[src/rtl/strop_pkg.sv]
// Shared constants, types and helpers for the string operation sequencer.
// Assumes a 32-bit data path; element sizes of 1, 2 and 4 bytes.
package strop_pkg;

    localparam int DW = 32;

    // operation codes seen on the op input
    localparam logic [2:0] OP_MOVE  = 3'd0;
    localparam logic [2:0] OP_CMP   = 3'd1;
    localparam logic [2:0] OP_SCAN  = 3'd2;
    localparam logic [2:0] OP_LOAD  = 3'd3;
    localparam logic [2:0] OP_STORE = 3'd4;

    // fixed cycle cost per operation class
    localparam logic [3:0] COST_MOVE    = 4'd7;
    localparam logic [3:0] COST_STORE   = 4'd4;
    localparam logic [3:0] COST_LOAD    = 4'd5;
    localparam logic [3:0] COST_SCAN    = 4'd7;
    localparam logic [3:0] COST_CMP_NEW = 4'd8;
    localparam logic [3:0] COST_CMP_OLD = 4'd10;

    typedef enum logic [2:0] {
        ST_IDLE,
        ST_RSRC,
        ST_RDST,
        ST_WDST,
        ST_DONE
    } st_e;

    typedef struct packed {
        logic zf;
        logic sf;
        logic cf;
        logic of;
    } flags_t;

    // byte count of an element size code
    function automatic logic [2:0] elem_bytes(input logic [1:0] esz);
        case (esz)
            2'd0:    return 3'd1;
            2'd1:    return 3'd2;
            default: return 3'd4;
        endcase
    endfunction

    // bit mask covering one element
    function automatic logic [DW-1:0] elem_mask(input logic [1:0] esz);
        case (esz)
            2'd0:    return 32'h0000_00FF;
            2'd1:    return 32'h0000_FFFF;
            default: return 32'hFFFF_FFFF;
        endcase
    endfunction

    // first access state an operation enters after start
    function automatic st_e first_state(input logic [2:0] opc);
        case (opc)
            OP_MOVE, OP_CMP, OP_LOAD: return ST_RSRC;
            OP_SCAN:                  return ST_RDST;
            OP_STORE:                 return ST_WDST;
            default:                  return ST_DONE;
        endcase
    endfunction

endpackage

[src/rtl/strop_step.sv]
// Index stepper: forms the effective address of an index register and its
// post-operation value. Assumes the short mode keeps the upper bits intact
// and wraps only the low SHORT bits.
module strop_step
    import strop_pkg::*;
#(
    parameter int XLEN  = DW,
    parameter int SHORT = 16
) (
    input  logic [XLEN-1:0] cur,
    input  logic [1:0]      esize,
    input  logic            dir,
    input  logic            wide,
    output logic [XLEN-1:0] ea,
    output logic [XLEN-1:0] nxt
);

    localparam int HI = XLEN - SHORT;

    logic [XLEN-1:0]  step;
    logic [XLEN-1:0]  full;
    logic [SHORT-1:0] low;

    // compute step, wrapped short value and effective address
    always_comb begin
        step = XLEN'(elem_bytes(esize));
        full = dir ? cur - step : cur + step;
        low  = dir ? cur[SHORT-1:0] - step[SHORT-1:0]
                   : cur[SHORT-1:0] + step[SHORT-1:0];
        nxt  = wide ? full : {cur[XLEN-1:SHORT], low};
        ea   = wide ? cur  : {{HI{1'b0}}, cur[SHORT-1:0]};
    end

endmodule

[src/rtl/strop_subflags.sv]
// Subtract-style flag unit: evaluates lhs - rhs at each element width in
// parallel and selects by element size. Assumes operands are aligned to bit 0.
module strop_subflags
    import strop_pkg::*;
#(
    parameter int XLEN = DW
) (
    input  logic [XLEN-1:0] lhs,
    input  logic [XLEN-1:0] rhs,
    input  logic [1:0]      esize,
    output flags_t          flg
);

    localparam int NW = 3;

    flags_t cand [NW];

    for (genvar g = 0; g < NW; g++) begin : g_wid
        localparam int W = 8 << g;
        logic [W:0] diff;
        // borrow-extended difference at width W
        assign diff    = {1'b0, lhs[W-1:0]} - {1'b0, rhs[W-1:0]};
        assign cand[g] = '{zf: (diff[W-1:0] == '0),
                           sf: diff[W-1],
                           cf: diff[W],
                           of: (lhs[W-1] ^ rhs[W-1]) & (diff[W-1] ^ lhs[W-1])};
    end

    // pick the candidate for the active element size
    always_comb begin
        case (esize)
            2'd0:    flg = cand[0];
            2'd1:    flg = cand[1];
            default: flg = cand[2];
        endcase
    end

endmodule

[src/rtl/strop_cost.sv]
// Cost table: fixed cycle cost per operation class, with a generation
// option for compare-strings. Assumes reserved codes cost nothing.
module strop_cost
    import strop_pkg::*;
(
    input  logic [2:0] op,
    input  logic       newgen,
    output logic [3:0] cost
);

    // map operation class to its cost
    always_comb begin
        case (op)
            OP_MOVE:  cost = COST_MOVE;
            OP_CMP:   cost = newgen ? COST_CMP_NEW : COST_CMP_OLD;
            OP_SCAN:  cost = COST_SCAN;
            OP_LOAD:  cost = COST_LOAD;
            OP_STORE: cost = COST_STORE;
            default:  cost = 4'd0;
        endcase
    end

endmodule

[src/rtl/strop_seq.sv]
// String operation sequencer: runs one copy, compare, scan, load or store
// pass over the index registers and accumulator, one memory access at a time.
// Assumes the memory port answers each request with ack or abort, abort
// taking priority; all state commits only on the final successful response.
module strop_seq
    import strop_pkg::*;
#(
    parameter int XLEN = DW
) (
    input  logic            clk,
    input  logic            rst_n,
    input  logic            start,
    input  logic [2:0]      op,
    input  logic [1:0]      esize,
    input  logic            addr32,
    input  logic            dir,
    input  logic            newgen,
    input  logic            ld_en,
    input  logic [XLEN-1:0] ld_si,
    input  logic [XLEN-1:0] ld_di,
    input  logic [XLEN-1:0] ld_acc,
    output logic            mem_req,
    output logic            mem_we,
    output logic [XLEN-1:0] mem_addr,
    output logic [1:0]      mem_size,
    output logic [XLEN-1:0] mem_wdata,
    input  logic            mem_ack,
    input  logic            mem_abort,
    input  logic [XLEN-1:0] mem_rdata,
    output logic            busy,
    output logic            done,
    output logic            aborted,
    output logic [3:0]      cost,
    output logic [XLEN-1:0] si,
    output logic [XLEN-1:0] di,
    output logic [XLEN-1:0] acc,
    output logic            zf,
    output logic            sf,
    output logic            cf,
    output logic            of
);

    localparam int NB = XLEN / 8;

    st_e             st;
    logic [2:0]      op_q;
    logic [1:0]      esz_q;
    logic            a32_q;
    logic            dir_q;
    logic            ng_q;
    logic            ab_q;
    logic [XLEN-1:0] tmp_q;
    flags_t          flg_q;

    logic [XLEN-1:0] si_ea, si_nxt, di_ea, di_nxt;
    logic [XLEN-1:0] acc_ld;
    logic [XLEN-1:0] emask;
    flags_t          flg_new;
    logic            rsp;

    strop_step #(.XLEN(XLEN)) u_src_step (
        .cur   (si),
        .esize (esz_q),
        .dir   (dir_q),
        .wide  (a32_q),
        .ea    (si_ea),
        .nxt   (si_nxt)
    );

    strop_step #(.XLEN(XLEN)) u_dst_step (
        .cur   (di),
        .esize (esz_q),
        .dir   (dir_q),
        .wide  (a32_q),
        .ea    (di_ea),
        .nxt   (di_nxt)
    );

    strop_subflags #(.XLEN(XLEN)) u_flags (
        .lhs   ((op_q == OP_CMP) ? tmp_q : acc),
        .rhs   (mem_rdata & emask),
        .esize (esz_q),
        .flg   (flg_new)
    );

    strop_cost u_cost (
        .op     (op_q),
        .newgen (ng_q),
        .cost   (cost)
    );

    assign emask = elem_mask(esz_q);
    assign rsp   = mem_ack | mem_abort;

    // accumulator merge: replace only the lanes the element covers
    for (genvar g = 0; g < NB; g++) begin : g_lane
        assign acc_ld[8*g +: 8] = (g < int'(elem_bytes(esz_q))) ? mem_rdata[8*g +: 8]
                                                                : acc[8*g +: 8];
    end

    // memory port drive from the current access state
    always_comb begin
        mem_req   = (st == ST_RSRC) || (st == ST_RDST) || (st == ST_WDST);
        mem_we    = (st == ST_WDST);
        mem_addr  = (st == ST_RSRC) ? si_ea : di_ea;
        mem_size  = esz_q;
        mem_wdata = ((op_q == OP_MOVE) ? tmp_q : acc) & emask;
    end

    assign busy    = (st != ST_IDLE);
    assign done    = (st == ST_DONE);
    assign aborted = ab_q;
    assign zf      = flg_q.zf;
    assign sf      = flg_q.sf;
    assign cf      = flg_q.cf;
    assign of      = flg_q.of;

    // sequencer state and architectural register update
    always_ff @(posedge clk) begin
        if (!rst_n) begin
            st    <= ST_IDLE;
            op_q  <= '0;
            esz_q <= '0;
            a32_q <= 1'b0;
            dir_q <= 1'b0;
            ng_q  <= 1'b0;
            ab_q  <= 1'b0;
            tmp_q <= '0;
            flg_q <= '0;
            si    <= '0;
            di    <= '0;
            acc   <= '0;
        end else begin
            case (st)
                ST_IDLE: begin
                    if (ld_en) begin
                        si  <= ld_si;
                        di  <= ld_di;
                        acc <= ld_acc;
                    end
                    if (start) begin
                        op_q  <= op;
                        esz_q <= esize;
                        a32_q <= addr32;
                        dir_q <= dir;
                        ng_q  <= newgen;
                        ab_q  <= 1'b0;
                        st    <= first_state(op);
                    end
                end
                ST_RSRC: begin
                    if (rsp) begin
                        if (mem_abort) begin
                            ab_q <= 1'b1;
                            st   <= ST_DONE;
                        end else begin
                            tmp_q <= mem_rdata & emask;
                            case (op_q)
                                OP_MOVE: st <= ST_WDST;
                                OP_CMP:  st <= ST_RDST;
                                default: begin
                                    acc <= acc_ld;
                                    si  <= si_nxt;
                                    st  <= ST_DONE;
                                end
                            endcase
                        end
                    end
                end
                ST_RDST: begin
                    if (rsp) begin
                        if (mem_abort) begin
                            ab_q <= 1'b1;
                        end else begin
                            flg_q <= flg_new;
                            di    <= di_nxt;
                            if (op_q == OP_CMP) si <= si_nxt;
                        end
                        st <= ST_DONE;
                    end
                end
                ST_WDST: begin
                    if (rsp) begin
                        if (mem_abort) begin
                            ab_q <= 1'b1;
                        end else begin
                            di <= di_nxt;
                            if (op_q == OP_MOVE) si <= si_nxt;
                        end
                        st <= ST_DONE;
                    end
                end
                ST_DONE: st <= ST_IDLE;
                default: st <= ST_IDLE;
            endcase
        end
    end

    // request is held steady until the port answers
    AST_REQ_HOLD: assert property (@(posedge clk) disable iff (!rst_n)
        (mem_req && !mem_ack && !mem_abort) |=> (mem_req && $stable(mem_addr) && $stable(mem_we)));

    // completion is a single-cycle pulse
    AST_DONE_PULSE: assert property (@(posedge clk) disable iff (!rst_n)
        done |=> !done);

    // no request while idle
    AST_IDLE_QUIET: assert property (@(posedge clk) disable iff (!rst_n)
        !busy |-> !mem_req);

    // an aborted pass leaves the registers alone
    AST_ABORT_FROZEN: assert property (@(posedge clk) disable iff (!rst_n)
        (done && aborted) |-> ($stable(si) && $stable(di) && $stable(acc)));

    // load never touches the destination index
    AST_LOAD_KEEPS_DI: assert property (@(posedge clk) disable iff (!rst_n)
        (done && !aborted && op_q == OP_LOAD) |-> $stable(di));

    // store never touches the source index or accumulator
    AST_STORE_KEEPS_SI: assert property (@(posedge clk) disable iff (!rst_n)
        (done && !aborted && op_q == OP_STORE) |-> ($stable(si) && $stable(acc)));

    // only copy and store may write memory
    AST_WRITE_OPS: assert property (@(posedge clk) disable iff (!rst_n)
        (mem_req && mem_we) |-> (op_q == OP_MOVE || op_q == OP_STORE));

    // reserved codes never reach the memory port
    AST_RSV_NO_ACCESS: assert property (@(posedge clk) disable iff (!rst_n)
        (busy && op_q > OP_STORE) |-> !mem_req);

endmodule

[config.mk]
export PLATFORM = sky130hd
export DESIGN_NAME = strop_seq
export DESIGN_NICKNAME = d
export VERILOG_FILES = /design/src/rtl/strop_pkg.sv /design/src/rtl/strop_step.sv /design/src/rtl/strop_subflags.sv /design/src/rtl/strop_cost.sv /design/src/rtl/strop_seq.sv
export SDC_FILE = /design/constraint.sdc
export NUM_CORES = 1
export LEC_CHECK = 0
export ABC_AREA = 1
export BUFFER_PORTS_ARGS = -buffer_cell sky130_fd_sc_hd__buf_2
export CORE_UTILIZATION = 45
export CTS_CLUSTER_DIAMETER = 40
export CTS_CLUSTER_SIZE = 16
export DETAILED_ROUTE_END_ITERATION = 10
export PLACE_DENSITY = 0.77
export SYNTH_ARGS = -nofsm -noshare
export SYNTH_HDL_FRONTEND = slang
export SYNTH_SLANG_ARGS = --single-unit
[constraint.sdc]
create_clock -name clk -period 3.78 [get_ports clk]
set_input_delay 0.756 -clock clk [delete_from_list [all_inputs] [get_ports clk]]
set_output_delay 0.756 -clock clk [all_outputs]
set_load 0.01 [all_outputs]
== Yosys cells after proc, flatten, opt, wreduce, memory -nomap -nowiden ==
Index checks and enable logic that the tools add are counted.
Cells by class
  $add $sub $neg: 11
  multipliers: 0
  divide/modulo/power cells: 0
  order comparisons: 4
  eq/ne operators: 33
  shift-type cells: 0
  muxes and demuxes: 51
  bitwise gates (word level): 13
  reductions and logical operators: 31
Operator list (number)
  2-to-1 mux 32 bit: 26
  one-hot mux 32 bit (2 select lines): 3
  one-hot mux 32 bit (4 select lines): 1
  adder 32 x 3 -> 32 bit: 2
  AND 32 bit: 2
  subtractor 32 x 3 -> 32 bit: 2
  subtractor 32 x 32 -> 33 bit: 1
  adder 16 x 3 -> 16 bit: 2
  zero test 32 bit: 1
  2-to-1 mux 16 bit: 2
  2-to-1 mux 8 bit: 4
  subtractor 16 x 3 -> 16 bit: 2
  inequality test 2 bit, second input constant: 14
  AND reduction 6 bit: 4
  equality test 3 x 2 -> 1 bit, second input constant: 6
  one-hot mux 3 bit (3 select lines): 2
  subtractor 16 x 16 -> 17 bit: 1
  zero test 16 bit: 1
  one-hot mux 4 bit (4 select lines): 1
  2-to-1 mux 3 bit: 4
  inequality test 2 x 1 -> 1 bit, second input constant: 6
  one-hot mux 3 bit (2 select lines): 2
  AND reduction 11 bit: 1
  equality test 3 x 1 -> 1 bit, second input constant: 3
  26 further kinds: 50
Word-level totals
  register bits after elaboration: 144
  bits in latches: 0
  bits in writable memories: 0
  ROM bits: 0
  input bits: 142
  output and inout port bits: 175
  word-level logic and storage cells: 162
  memories kept: 0

== Longest topological paths before layout ==
  depth in word-level cells: 9
  depth in mapped cells: 26
  gate-level depth less buffers: 25

== Modules after synthesis ==
From an unflattened synthesis, not the netlist that was laid out.
Unflattened totals
  cells, all modules: 3268
  area, all modules: 17052.6 um^2
Modules (own cells, without submodules)
  strop_seq: instances 1, cells each 1438, area an instance 8184.1 um^2, sequential area each 2882.8 um^2
  strop_step: instances 2, cells each 603, area an instance 2975.4 um^2, sequential area each 0.0 um^2
  strop_subflags: instances 1, cells each 616, area an instance 2885.3 um^2, sequential area each 0.0 um^2
  strop_cost: instances 1, cells each 8, area an instance 32.5 um^2, sequential area each 0.0 um^2

== Worst setup path after synthesis ==
No wires, ideal clock.
  path type: reg-to-reg
  from: register dir_q
  to: register si[22]
  library setup time: 0.070 ns
  data arrival time: 3.748 ns
  data required time: 3.710 ns
  path slack: -0.038 ns
  stages on the path, launching flop included: 15
  path buffers: 0
  period minus slack after synthesis: 3.818 ns
  cell sequence: dfxtp_1 -> inv_1 -> nand2_1 -> o21ai_0 -> fa_1 -> inv_1 -> nand2_1 -> a21oi_1 -> a21boi_0 -> o21ai_0 -> a21boi_0 -> o21ai_0 -> or2_2 -> nand3_1 -> a21oi_1
Between the ends
  cells in the longest elaborated chain, start to end: 6
  elaborated cells between the ends (all ways): 12
  classes of those cells: mux: 12
RTL lines
  start, declared: RTL line strop_seq.sv:49  | logic dir_q;
  start signal, assigned: RTL line strop_seq.sv:145  | dir_q <= dir;
  2-to-1 mux 32 bit (*): RTL line strop_step.sv:27  | full = dir ? cur - step : cur + step;
  2-to-1 mux 32 bit (*): RTL line strop_step.sv:30  | nxt = wide ? full : {cur[XLEN-1:SHORT], low};
  2-to-1 mux 32 bit (on tied branches): RTL line strop_seq.sv:188, strop_seq.sv:158, strop_seq.sv:177
  2-to-1 mux 32 bit (on tied branches): RTL line strop_seq.sv:184, strop_seq.sv:153, strop_seq.sv:172
  2-to-1 mux 32 bit (on tied branches): RTL line strop_seq.sv:183, strop_seq.sv:152, strop_seq.sv:171
  one-hot mux 32 bit (4 select lines) (*): RTL line strop_seq.sv:134  | case (st)
  end signal, assigned: RTL line strop_seq.sv:137  | si <= ld_si;
  end signal, assigned: RTL line strop_seq.sv:177  | if (op_q == OP_CMP) si <= si_nxt;
  end signal, assigned: RTL line strop_seq.sv:188  | if (op_q == OP_MOVE) si <= si_nxt;
  end, declared: RTL line strop_seq.sv:34  | output logic [XLEN-1:0] si,
Mark *: on every way between the ends. The rest lies on a longest branch, timed or not. The select of a mux whose other input is x is not followed.
A chain may end at the register's enable or synchronous reset.

== Worst setup path after layout ==
  from: register esz_q[1], in the netlist mem_size[1]
  to: register flg_q (netlist bit zf)
Between the ends
  cells in the longest elaborated chain, start to end: 6
  elaborated cells between the ends (all ways): 9
  classes of those cells: add/sub: 2; eq/ne: 1; mux: 2; bitwise: 1; reduce/logical: 3
RTL lines
  start, declared: RTL line strop_seq.sv:47  | logic [1:0] esz_q;
  start signal, assigned: RTL line strop_seq.sv:143  | esz_q <= esize;
  equality test 2 x 1 -> 1 bit / zero test 2 bit (equally long branches): RTL line strop_pkg.sv:48, strop_subflags.sv:31
  one-hot mux 32 bit (2 select lines): RTL line strop_pkg.sv:48  | case (esz)
  AND 32 bit: RTL line strop_seq.sv:81  | .rhs (mem_rdata & emask),
  subtractor 32 x 32 -> 33 bit / subtractor 16 x 16 -> 17 bit (equally long branches): RTL line strop_subflags.sv:22  | assign diff = {1'b0, lhs[W-1:0]} - {1'b0, rhs[W-1:0]};
  zero test 32 bit / zero test 16 bit (equally long branches): RTL line strop_subflags.sv:23  | assign cand[g] = '{zf: (diff[W-1:0] == '0),
  one-hot mux 4 bit (2 select lines) (*): RTL line strop_subflags.sv:31  | case (esize)
  end signal, assigned: RTL line strop_seq.sv:175  | flg_q <= flg_new;
  end, declared: RTL line strop_seq.sv:53  | flags_t flg_q;
Mark *: on every way between the ends. The rest lies on a longest branch, timed or not.

==> flow_summary.toml <==
[status]
status = "complete, no violations"

[power_and_ir_drop]
powerDensity_nw_per_um2 = 690
power.total_mw = 10.8
vdd_drop_max_v = 0.000378
leakagePower_nw = 7.83

[placed_design]
io_buffer_count = 316
dp_slack_ns = 0.0766
dpl.hpwl_um = 39600
dpl_cell_area_um2 = 14900
routabilityCongestion = 0.990
place_inst = 2763

[yosys]
synth_edf_count = 0
synth_seq_cells = 144
yosysUniqueCellTypes = 49
synth_nets = 2363
synth_warnings = 0
ys_seq_area_share_pct = 22.3
synthCells = 2122
async_reset_ff_share_pct = 0
synthFlopType = "dfxtp_1"
syn_area_per_cell_um2 = 6.10
synth_area_um2 = 12900

[cells_and_area]
fin_area_um2 = 15600
drive_gt1_share_pct = 18.1
final_cells = 2801
postLayoutCoreUtil_pct = 55.7
syn_to_final_growth_pct = 20.6
fin_nets = 2648

[run]
max-cap-violations = 0

[floorplanning]
io-pin-count = 317
core_area_um2 = 28000
die-area_um2 = 29500
initial_core_util_pct = 46.2
fp.dieH_um = 172
die_w_um = 172
placementRows = 61

[clocking]
cts_tree = "yes"
cts_buffer_depth = 2
numCtsBuffers = 17
cts_max_level = 4
clk_latency_ns = 0.43
clkTransAtPathRegs_ns = 0.07
cts.sinks = 144
cts-root-buf = "clkbuf_16"

[worst_setup_path]
crit_type = "flop to flop"
rrSetupSlack_ns = 0.25
cp-end-kind = "flop"
cp-start-kind = "flop"
cp_max_fo = 36
crit_required_ns = 4.16
cp.arrival_ns = 3.90

[routing]
avgViaCountPerCell = 5.68
wl_per_cell_um = 18.0
totalWireLength_um = 50500
num_vias = 15900
top_layer = "met5"
wl_met1_um = 20800
wl_met2_um = 23800
drtIter0Drc = 1309
drc = 0
postRouteAntennaNets = 0
dr.pass1.iters = 6
wl_met3_um = 3780

[global_route]
grt_max_degree = 109
grt_pass1_vias = 14700
grt_first_pass_wirelength_um = 77000
grt.overflow.total = 0
grt.total_usage_pct = 33.4
antenna_found_initial = 5

[sta]
fin_crit_sh_pct = 93.3
tightest_slew_ns = 1.08
fin_hold_ws_ns = 0.468
setup_tns_ns = 0
final_hold_viol_count = 0
fin_ws_ns = 0.252
fin_crit_ns = 3.53
final-setup-viol-count = 0
maxSlewHeadroom_pct = 27.8
finClkSkew_ns = 0.0127
slew_viol_final = 0
fmax_ghz = 0.283

[min_path]
hold_class = "flop to flop"
==> layer usage <==
| metal | global-route usage (%) | vias up |
|---|---|---|
| met1 | 40.4 | 7299 |
| met3 | 6.19 | 118 |
| met2 | 57.0 | 715 |
| met4 | 15.5 | 4 |
| met5 | 0 | - |
| li1 | - | 7776 |
==> cell type report <==
| type | count | area [um2] |
|---|---|---|
| antenna | 4 | 10.0 |
| timing repair buffer | 343 | 1780 |
| multi-input combinational | 1685 | 8990 |
| sequential | 144 | 2890 |
| fill | 2881 | 12400 |
| inverter | 216 | 811 |
| clock inverter | 13 | 211 |
| clock buffer | 18 | 439 |
| tap | 378 | 473 |
==> cells in the mapped netlist, drive strengths merged, types with 8 or more instances <==
master / count / area (um2)
o21bai: 12 / 93.8
nand2: 511 / 1930
nand3b: 8 / 60.1
a21o: 16 / 120
a221oi: 8 / 70.1
ha: 96 / 1200
a31oi: 32 / 200
a211oi: 32 / 245
xnor2: 9 / 78.8
clkbuf: 52 / 195
o211ai: 9 / 67.6
nand4: 22 / 138
dfxtp: 144 / 2880
o21ai: 260 / 1310
o21a: 8 / 60.1
nor3: 19 / 106
nor2: 228 / 901
nand3: 81 / 418
buf: 25 / 116
a21oi: 276 / 1450
inv: 215 / 807
or2: 16 / 100
xor2: 15 / 139
==> sequential cells by signal, indices dropped and copies added, names as in the netlist <==
signal    flops
of            1
aborted       1
sf            1
acc          32
zf            1
tmp_q        32
di           32
st            3
dir_q         1
cf            1
mem_size      2
ng_q          1
si           32
a32_q         1
op_q          3
==> cell families after synthesis <==
| logic type | after synthesis | share of synthesized area [%] |
|---|---|---|
| AND/OR/NAND/NOR | 888 | 28.3 |
| AO/OA/AOI/OAI | 674 | 29.3 |
| buffers and inverters | 293 | 8.67 |
| XOR/XNOR | 24 | 1.68 |
| adder cells (fa/ha/maj) | 99 | 9.74 |
| flip-flops | 144 | 22.3 |
==> critical path, cell delays in order, from the launching register on <==
cell and delay (ns):
dfxtp_1 0.39, nor2_1 0.10, inv_1 0.23, ha_4 0.19
buf_4 0.34, nand2_1 0.14, ha_1 0.43, inv_1 0.11
o21bai_1 0.19, a21oi_1 0.10, o21ai_0 0.32, a21oi_1 0.10
nand2_1 0.12, nand2_1 0.05, nand2_1 0.11, nand2_1 0.07
nor2_1 0.16, nand3_1 0.10, nor2_1 0.10, nor2_1 0.05
nor2_1 0.07
==> layout by cell type, fill, tap and decap left out, drive strengths merged, types with 2 or more instances in the layout <==
cell type,instances
nand2,511
buf,343
a21oi,276
o21ai,260
nor2,228
inv,216
dfxtp,144
ha,96
nand3,81
a31oi,32
a211oi,32
nand4,22
nor3,19
clkbuf,18
a21o,16
or2,16
xor2,15
o21bai,12
o211ai,9
xnor2,9
nand3b,8
o21a,8
a221oi,8
clkinv,7
o221ai,5
o2111ai,5
bufinv,5
diode,4
o22ai,3
a21boi,3
o32ai,3
fa,3
nor4,2
==> power breakdown <==
| part | total [mW] | internal, mW | switching, mW |
|---|---|---|---|
| clock | 1.94 | 1.19 | 0.745 |
| sequential | 2.37 | 1.88 | 0.487 |
| combinational | 6.46 | 2.22 | 4.25 |
| total | 10.8 | 5.29 | 5.48 |
==> worst paths after layout <==
check	from	end	cells after the start
min reg2reg	cf$_SDFFE_PN0P_	cf$_SDFFE_PN0P_	2
min	cf$_SDFFE_PN0P_	cf$_SDFFE_PN0P_	2
max reg2reg	mem_size[1]$_SDFFE_PN0P_	zf$_SDFFE_PN0P_	20
max	mem_size[1]$_SDFFE_PN0P_	zf$_SDFFE_PN0P_	20
==> timing repair <==
item                       4_1_cts  5_1_grt
buffers inserted                 0        3
hold buffers                     0        0
gates resized for setup          0       14
setup endpoints to repair        0       16
Note: power is estimated with default switching activity, not from simulation.
